===== config.mk =====
export PLATFORM = sky130hd
export DESIGN_NAME = hw_word_bridge
export DESIGN_NICKNAME = d
export VERILOG_FILES = /design/src/rtl/hwb_pkg.sv /design/src/rtl/hwb_classify.sv /design/src/rtl/hwb_write_join.sv /design/src/rtl/hwb_read_split.sv /design/src/rtl/hw_word_bridge.sv
export SDC_FILE = /design/constraint.sdc
export NUM_CORES = 1
export LEC_CHECK = 0
export BUFFER_PORTS_ARGS = -buffer_cell sky130_fd_sc_hd__buf_2
export CAP_MARGIN = 20
export CORE_MARGIN = 10
export CORE_UTILIZATION = 46
export DETAILED_ROUTE_END_ITERATION = 8
export PLACE_DENSITY = 0.79
export SYNTH_ARGS = -nofsm -noshare
export SYNTH_HDL_FRONTEND = slang
export SYNTH_SLANG_ARGS = --single-unit

===== constraint.sdc =====
create_clock -name clk -period 1.58 [get_ports clk]
set_input_delay 0.079 -clock clk [delete_from_list [all_inputs] [get_ports clk]]
set_output_delay 0.079 -clock clk [all_outputs]
set_load 0.1 [all_outputs]

===== src/rtl/hwb_pkg.sv =====
package hwb_pkg;
  typedef enum logic [2:0] {
    HWB_IDLE   = 3'd0,
    HWB_WR_LO  = 3'd1,
    HWB_WR_HI  = 3'd2,
    HWB_RD_LO  = 3'd3,
    HWB_RD_HI  = 3'd4,
    HWB_BAD_RD = 3'd5,
    HWB_BAD_WR = 3'd6
  } hwb_op_e;
endpackage


===== src/rtl/hwb_classify.sv =====
module hwb_classify
  import hwb_pkg::*;
(
  input  logic    clk,
  input  logic    rst,
  input  logic    upper,
  input  logic    is_byte,
  input  logic    rd,
  input  logic    wr,
  output hwb_op_e op,
  output logic    err_q
);
  always_comb begin
    op = HWB_IDLE;
    if (wr)
      op = is_byte ? HWB_BAD_WR : (upper ? HWB_WR_HI : HWB_WR_LO);
    else if (rd)
      op = is_byte ? HWB_BAD_RD : (upper ? HWB_RD_HI : HWB_RD_LO);
  end

  always_ff @(posedge clk) begin
    if (rst) err_q <= 1'b0;
    else     err_q <= (op == HWB_BAD_RD) || (op == HWB_BAD_WR);
  end

  // the error flag follows every byte strobe and nothing else
  assert_err_pulse_R6: assert property (@(posedge clk) disable iff (rst)
    ((rd || wr) && is_byte) |=> err_q);
  assert_err_quiet_R6: assert property (@(posedge clk) disable iff (rst)
    !((rd || wr) && is_byte) |=> !err_q);
endmodule


===== src/rtl/hwb_write_join.sv =====
module hwb_write_join
  import hwb_pkg::*;
#(
  parameter int HALF_W = 16
) (
  input  logic              clk,
  input  logic              rst,
  input  hwb_op_e           op,
  input  logic [HALF_W-1:0] wdata,
  output logic              wr_stb,
  output logic [2*HALF_W-1:0] wr_word
);
  localparam int WORD_W = 2 * HALF_W;

  logic [HALF_W-1:0] park_q;

  always_ff @(posedge clk) begin
    if (rst)                   park_q <= '0;
    else if (op == HWB_WR_LO)  park_q <= wdata;
  end

  assign wr_stb  = (op == HWB_WR_HI);
  assign wr_word = {wdata, park_q};

  // a low-half write lands in the holding register
  assert_park_capture_R2: assert property (@(posedge clk) disable iff (rst)
    (op == HWB_WR_LO) |=> (park_q == $past(wdata)));
  // byte writes leave the holding register alone
  assert_park_byte_R7: assert property (@(posedge clk) disable iff (rst)
    (op == HWB_BAD_WR || op == HWB_BAD_RD) |=> $stable(park_q));
  // the upper half of the word is always the current host data
  assert_word_upper_R3: assert property (@(posedge clk) disable iff (rst)
    wr_stb |-> (wr_word[WORD_W-1:HALF_W] == wdata));
endmodule


===== src/rtl/hwb_read_split.sv =====
module hwb_read_split
  import hwb_pkg::*;
#(
  parameter int HALF_W = 16
) (
  input  logic              clk,
  input  logic              rst,
  input  hwb_op_e           op,
  input  logic [2*HALF_W-1:0] rd_word,
  output logic              rd_stb,
  output logic [HALF_W-1:0] rdata_q
);
  localparam int WORD_W = 2 * HALF_W;

  logic [HALF_W-1:0] snap_q;

  always_ff @(posedge clk) begin
    if (rst) begin
      snap_q  <= '0;
      rdata_q <= '0;
    end else begin
      case (op)
        HWB_RD_LO: begin
          rdata_q <= rd_word[HALF_W-1:0];
          snap_q  <= rd_word[WORD_W-1:HALF_W];
        end
        HWB_RD_HI:  rdata_q <= snap_q;
        HWB_BAD_RD: rdata_q <= '0;
        default: ;
      endcase
    end
  end

  assign rd_stb = (op == HWB_RD_LO);

  // low-half read returns the low bits and keeps the high bits
  assert_lo_read_R4: assert property (@(posedge clk) disable iff (rst)
    (op == HWB_RD_LO) |=> (rdata_q == $past(rd_word[HALF_W-1:0]))
                          && (snap_q == $past(rd_word[WORD_W-1:HALF_W])));
  // byte accesses leave the snapshot alone
  assert_snap_byte_R7: assert property (@(posedge clk) disable iff (rst)
    (op == HWB_BAD_WR || op == HWB_BAD_RD) |=> $stable(snap_q));
  // byte reads return zero
  assert_byte_zero_R6: assert property (@(posedge clk) disable iff (rst)
    (op == HWB_BAD_RD) |=> (rdata_q == '0));
endmodule


===== src/rtl/hw_word_bridge.sv =====
module hw_word_bridge
  import hwb_pkg::*;
#(
  parameter int ADDR_W = 8,
  parameter int HALF_W = 16
) (
  input  logic                clk,
  input  logic                rst,
  input  logic [ADDR_W-1:1]   host_addr,
  input  logic                host_byte,
  input  logic                host_rd,
  input  logic                host_wr,
  input  logic [HALF_W-1:0]   host_wdata,
  output logic [HALF_W-1:0]   host_rdata,
  output logic                host_err,
  output logic [ADDR_W-1:2]   per_addr,
  output logic                per_rd,
  output logic                per_wr,
  output logic [2*HALF_W-1:0] per_wdata,
  input  logic [2*HALF_W-1:0] per_rdata
);
  hwb_op_e op;

  hwb_classify u_classify (
    .clk     (clk),
    .rst     (rst),
    .upper   (host_addr[1]),
    .is_byte (host_byte),
    .rd      (host_rd),
    .wr      (host_wr),
    .op      (op),
    .err_q   (host_err)
  );

  hwb_write_join #(.HALF_W(HALF_W)) u_write (
    .clk     (clk),
    .rst     (rst),
    .op      (op),
    .wdata   (host_wdata),
    .wr_stb  (per_wr),
    .wr_word (per_wdata)
  );

  hwb_read_split #(.HALF_W(HALF_W)) u_read (
    .clk     (clk),
    .rst     (rst),
    .op      (op),
    .rd_word (per_rdata),
    .rd_stb  (per_rd),
    .rdata_q (host_rdata)
  );

  assign per_addr = host_addr[ADDR_W-1:2];

  // a low-half write never reaches the peripheral
  assert_lo_write_silent_R2: assert property (@(posedge clk) disable iff (rst)
    (host_wr && !host_byte && !host_addr[1]) |-> !per_wr);
  // a high-half read never reaches the peripheral
  assert_hi_read_silent_R5: assert property (@(posedge clk) disable iff (rst)
    (host_rd && !host_wr && !host_byte && host_addr[1]) |-> !per_rd);
  // byte accesses issue no peripheral strobe
  assert_byte_blocked_R6: assert property (@(posedge clk) disable iff (rst)
    host_byte |-> !(per_rd || per_wr));
  // no accepted read means read data holds
  assert_rdata_hold_R10: assert property (@(posedge clk) disable iff (rst)
    (!host_rd || host_wr) |=> $stable(host_rdata));
  // peripheral write strobe is one cycle per host strobe
  assert_wr_single_R3: assert property (@(posedge clk) disable iff (rst)
    (per_wr && !(host_wr && $past(host_wr))) |=> !per_wr || host_wr);
endmodule


# Word level (Yosys, flattened, before mapping)
# Cells that the tools add are included.
# classes
add_sub_neg	0
multipliers	0
div	0
n_lt_le_gt_ge	0
eq_ne	6
shift	0
muxes	7
bitwise_logic	0
reduce_logical	2
# ops
cell	count
one-hot mux 16 bit (3 select lines)	1
2-to-1 mux 3 bit	5
equality test 3 bit, second input constant	3
equality test 3 x 2 -> 1 bit, second input constant	2
equality test 3 x 1 -> 1 bit, second input constant	1
nonzero test 3 bit	1
2-to-1 mux 2 bit	1
logical OR 1 bit	1
# word_totals
reg_bits	49
latch_bits	0
ramBits	0
rom_bits	0
in_bits	60
output_inout_bits	57
word_cells	19
n_memories	0

# Depth between registers and ports, before layout
# depth
ltp_word	6
ltp_mapped	5
depth_no_buf	2

# By module
# A second synthesis with hierarchy kept.
# hier_totals
hier_cells	268
area_unflattened_um2	2417.3
# modules_own_cells
module	instances	cells_each	area_each_um2	seq_area_each_um2
hwb_read_split	1	164	1428.9	640.6
hwb_write_join	1	87	863.3	320.3
hwb_classify	1	11	80.1	20.0
hw_word_bridge	1	6	45.0	0.0

# Worst setup path after synthesis
# No wires, ideal clock.
# synth_timing
kind	input-to-output
start	input host_addr[1] (netlist name)
end	output per_wr
t_arrival_ps	1406
path_slack_ps	95
stages	3
path_buffers	2
path_cell_list	buf_2 -> buf_2 -> and3b_1
# synth_via
elab_chain_cells	5
# synth_rtl
element	line_no	source
start, declared	hw_word_bridge.sv:9	input logic [ADDR_W-1:1] host_addr,
2-to-1 mux 3 bit (2 in a row)	hwb_classify.sv:18	op = is_byte ? HWB_BAD_RD : (upper ? HWB_RD_HI : HWB_RD_LO);
2-to-1 mux 3 bit	hwb_classify.sv:17	else if (rd)
2-to-1 mux 3 bit (*)	hwb_classify.sv:15	if (wr)
equality test 3 x 2 -> 1 bit (*)	hwb_write_join.sv:22	assign wr_stb = (op == HWB_WR_HI);
end, declared	hw_word_bridge.sv:18	output logic per_wr,
# Mark *: on every way between the ends. The rest lies on a longest branch, timed or not.

# Worst setup path in the final report
# layout_timing
start	input host_addr[1] (netlist name)
end	output per_rd
# layout_via
elab_chain_cells	5
# layout_rtl
element	line_no	source
2-to-1 mux 3 bit (2 in a row)	hwb_classify.sv:18	
2-to-1 mux 3 bit	hwb_classify.sv:17	
2-to-1 mux 3 bit (*)	hwb_classify.sv:15	
equality test 3 x 2 -> 1 bit (*)	hwb_read_split.sv:34	assign rd_stb = (op == HWB_RD_LO);
end, declared	hw_word_bridge.sv:17	output logic per_rd,
# Marks and branches as above.

==> summary.txt <==
Status: complete, no violations
Detail Placement HPWL: 4.35 mm
Die X: 93.4 microns
Core Rows: 26
Max cap viols: 0
Mux contribution to synthesized area: 19.4%
P per Cell Area: 897 mW/mm^2
Most common cell after layout, fill and taps aside: buf_2
Critical Path RT: 1.50 ns
Max Clk Rate: 863 MHz
Syn_nets: 301
First-pass GRT wire length: 9.07 mm
Simple-Gate Fraction of Synth Area: 18.4%
GRT Overall Usage: 12.6%
Die height: 93.4 microns
CP Capture Type: primary output
Sequential fraction of the synthesis area: 39.5%
Vias in the first global route: 1930
Hold Path Class: input pin to flip-flop
CP max stage delay: 0.34 ns
Most frequent cells in the layout: buf_2 (103), nand2b_1 (64), dfxtp_1 (49)
Vias: 1836
Slew margin rel.: 66.8%
Xor/xnor share of the synthesized area: 0%
Finished Layout Cells: 389
Final hold slack: 0.0297 ns
Clock buffer depth: 2
Final Cell Area: 0.00296 sq mm
R2r setup slk: 0.83 ns
DRC viols: 0
Layout cells sized above 1: 40.9%
Compound-Gate Fraction of Synth Area: 8.67%
Routed wire per std cell: 14.3 microns
Setup-failing EPs final: 0
Period utilization: 73.4%
Post-Route WL: 5.55 mm
#FFs+latches synth: 49
Critical path class: input pin to primary output
Port buffer count: 104
Root buffer cell: clkbuf_8
RSZ-0062 raised after global routing: false
Peak VDD IR: 0.438 mV
Cell variety after synth: 17
Vias per inst: 4.72
Worst-Skew Late Latency: 0.30 ns
Post-layout util: 57.2%
Pleak: 1.29 nW
Buf/Inv on CP: 3
Crit start category: input pin
Routed Antenna Nets: 0
Pre-antenna DRT Iters: 6
GRT Residual Overflow: 0
Total negative setup slack: 0 ns
Dpl cell area: 0.00287 sq mm
CTS H-Tree Depth: 2
CP Cell Sequence: buf_2, nor4b_2, buf_4, buf_12
Largest net degree at the start of global routing: 47
P&R area growth vs syn: 19.2%
Gpl congestion: 0.759
Synth warnings: 0
Adder-Cell Fraction of Synth Area: 0%
CTS resizes: 0
# IOs: 117
Starting density of the core: 48.0%
Actual slew at the worst max-slew pin: 0.501 ns
Cell Area, Synth: 0.00248 sq mm
Final Hold Viols: 0
Initial antenna violation count: 1
Slowest-stage cell, CP: buf_4
Final Net Count: 377
Final slew viol count: 0
Mapped Cells: 241
Worst-path clk slew: 0.09 ns
Crit path DAT: 1.08 ns
Final min period: 1.16 ns
Cts bufs inserted: 5
CTS tree: done
Placed cell count: 380
Main combinational cell family by area after synthesis: multiplexers
DR iter-0 viols: 48
Core Area: 0.00517 sq mm
CP delay by family, top: buffers and inverters
Post-CTS Setup Bufs: 0
CTS Hold Bufs: 0
Mapped Avg Cell Area: 10.3 sq um
Final Skew: 0.00595 ns
Die ar.: 0.00873 sq mm
Clock sinks: 49
Max FO, Critical Path: 17
per-layer routing:
metal  GRT usage, %  vias up  share of wire (%)
met2           20.0       74                 46
met4           3.86        0                1.1
met5              0        -                  0
li1               -      929                  -
met3           7.19        7                 12
met1           14.0      826                 41
synth_stat cells (all sizes together):
master | count | area share, %
nand2b | 64 | 16
dfxtp | 49 | 40
mux2i | 48 | 19
buf | 32 | 10
inv | 16 | 2.4
o32ai | 16 | 8.7
clkbuf | 9 | 1.4
nor3b | 2 | 0.60
and3b | 1 | 0.35
nor2 | 1 | 0.15
nor2b | 1 | 0.25
nor4b | 1 | 0.35
or4b | 1 | 0.55
area by class of cell:
class / instances / area (sq um)
tap: 70 / 87.6
fill: 461 / 2210
multi-input combinational: 135 / 1160
clock inverter: 2 / 10.0
antenna: 1 / 2.50
inverter: 16 / 60.1
timing repair buffer: 110 / 581
sequential: 49 / 981
clock buffer: 6 / 72.6
sequential cells by signal, summed over array words and instances (netlist names):
| signal | flops |
|---|---|
| u_classify.err_q | 1 |
| u_read.rdata_q | 16 |
| u_read.snap_q | 16 |
| u_write.park_q | 16 |
power by group:
part / leakage, nW / switching [W] / internal, W
combinational: 0.852 / 0.000486 / 0.000174
sequential: 0.397 / 0.0000152 / 0.00127
clock: 0.0450 / 0.000403 / 0.000308
total: 1.29 / 0.000905 / 0.00175
worst paths after layout:
| kind | from | end | depth (start not counted) |
|---|---|---|---|
| worst min register to register | u_write.park_q[7] | u_write.park_q[7] | 2 |
| worst max-delay path | host_addr[1] | per_rd | 4 |
| worst max register to register | u_read.rdata_q[5] | u_read.rdata_q[5] | 2 |
| worst min-delay path | per_rdata[28] | u_read.snap_q[12] | 3 |
metrics by stage:
step,worst slack [ns],total power (W)
after floorplan,0.0951,0.00193
after detailed placement,0.390,0.00198
after CTS,0.409,0.00269
after global placement,0.443,0.00197
final,0.421,0.00265
after global routing,0.369,0.00277
cells by family (layout without fill, tap and decap cells):
family / Yosys count / count (layout)
DFF: 49 / 49
AOI/OAI and AO/OA: 16 / 16
other: 0 / 1
buffers and inverters: 57 / 134
muxes: 48 / 48
and+or+nand+nor: 71 / 71
tightest hold or removal path, delay by kind of cell:
family	cells	cell delay, ns
buffers and inverters	1	0.09
multiplexers	1	0.06
AND/OR/NAND/NOR	1	0.05
No activity file was read; power rests on OpenSTA's default activity.
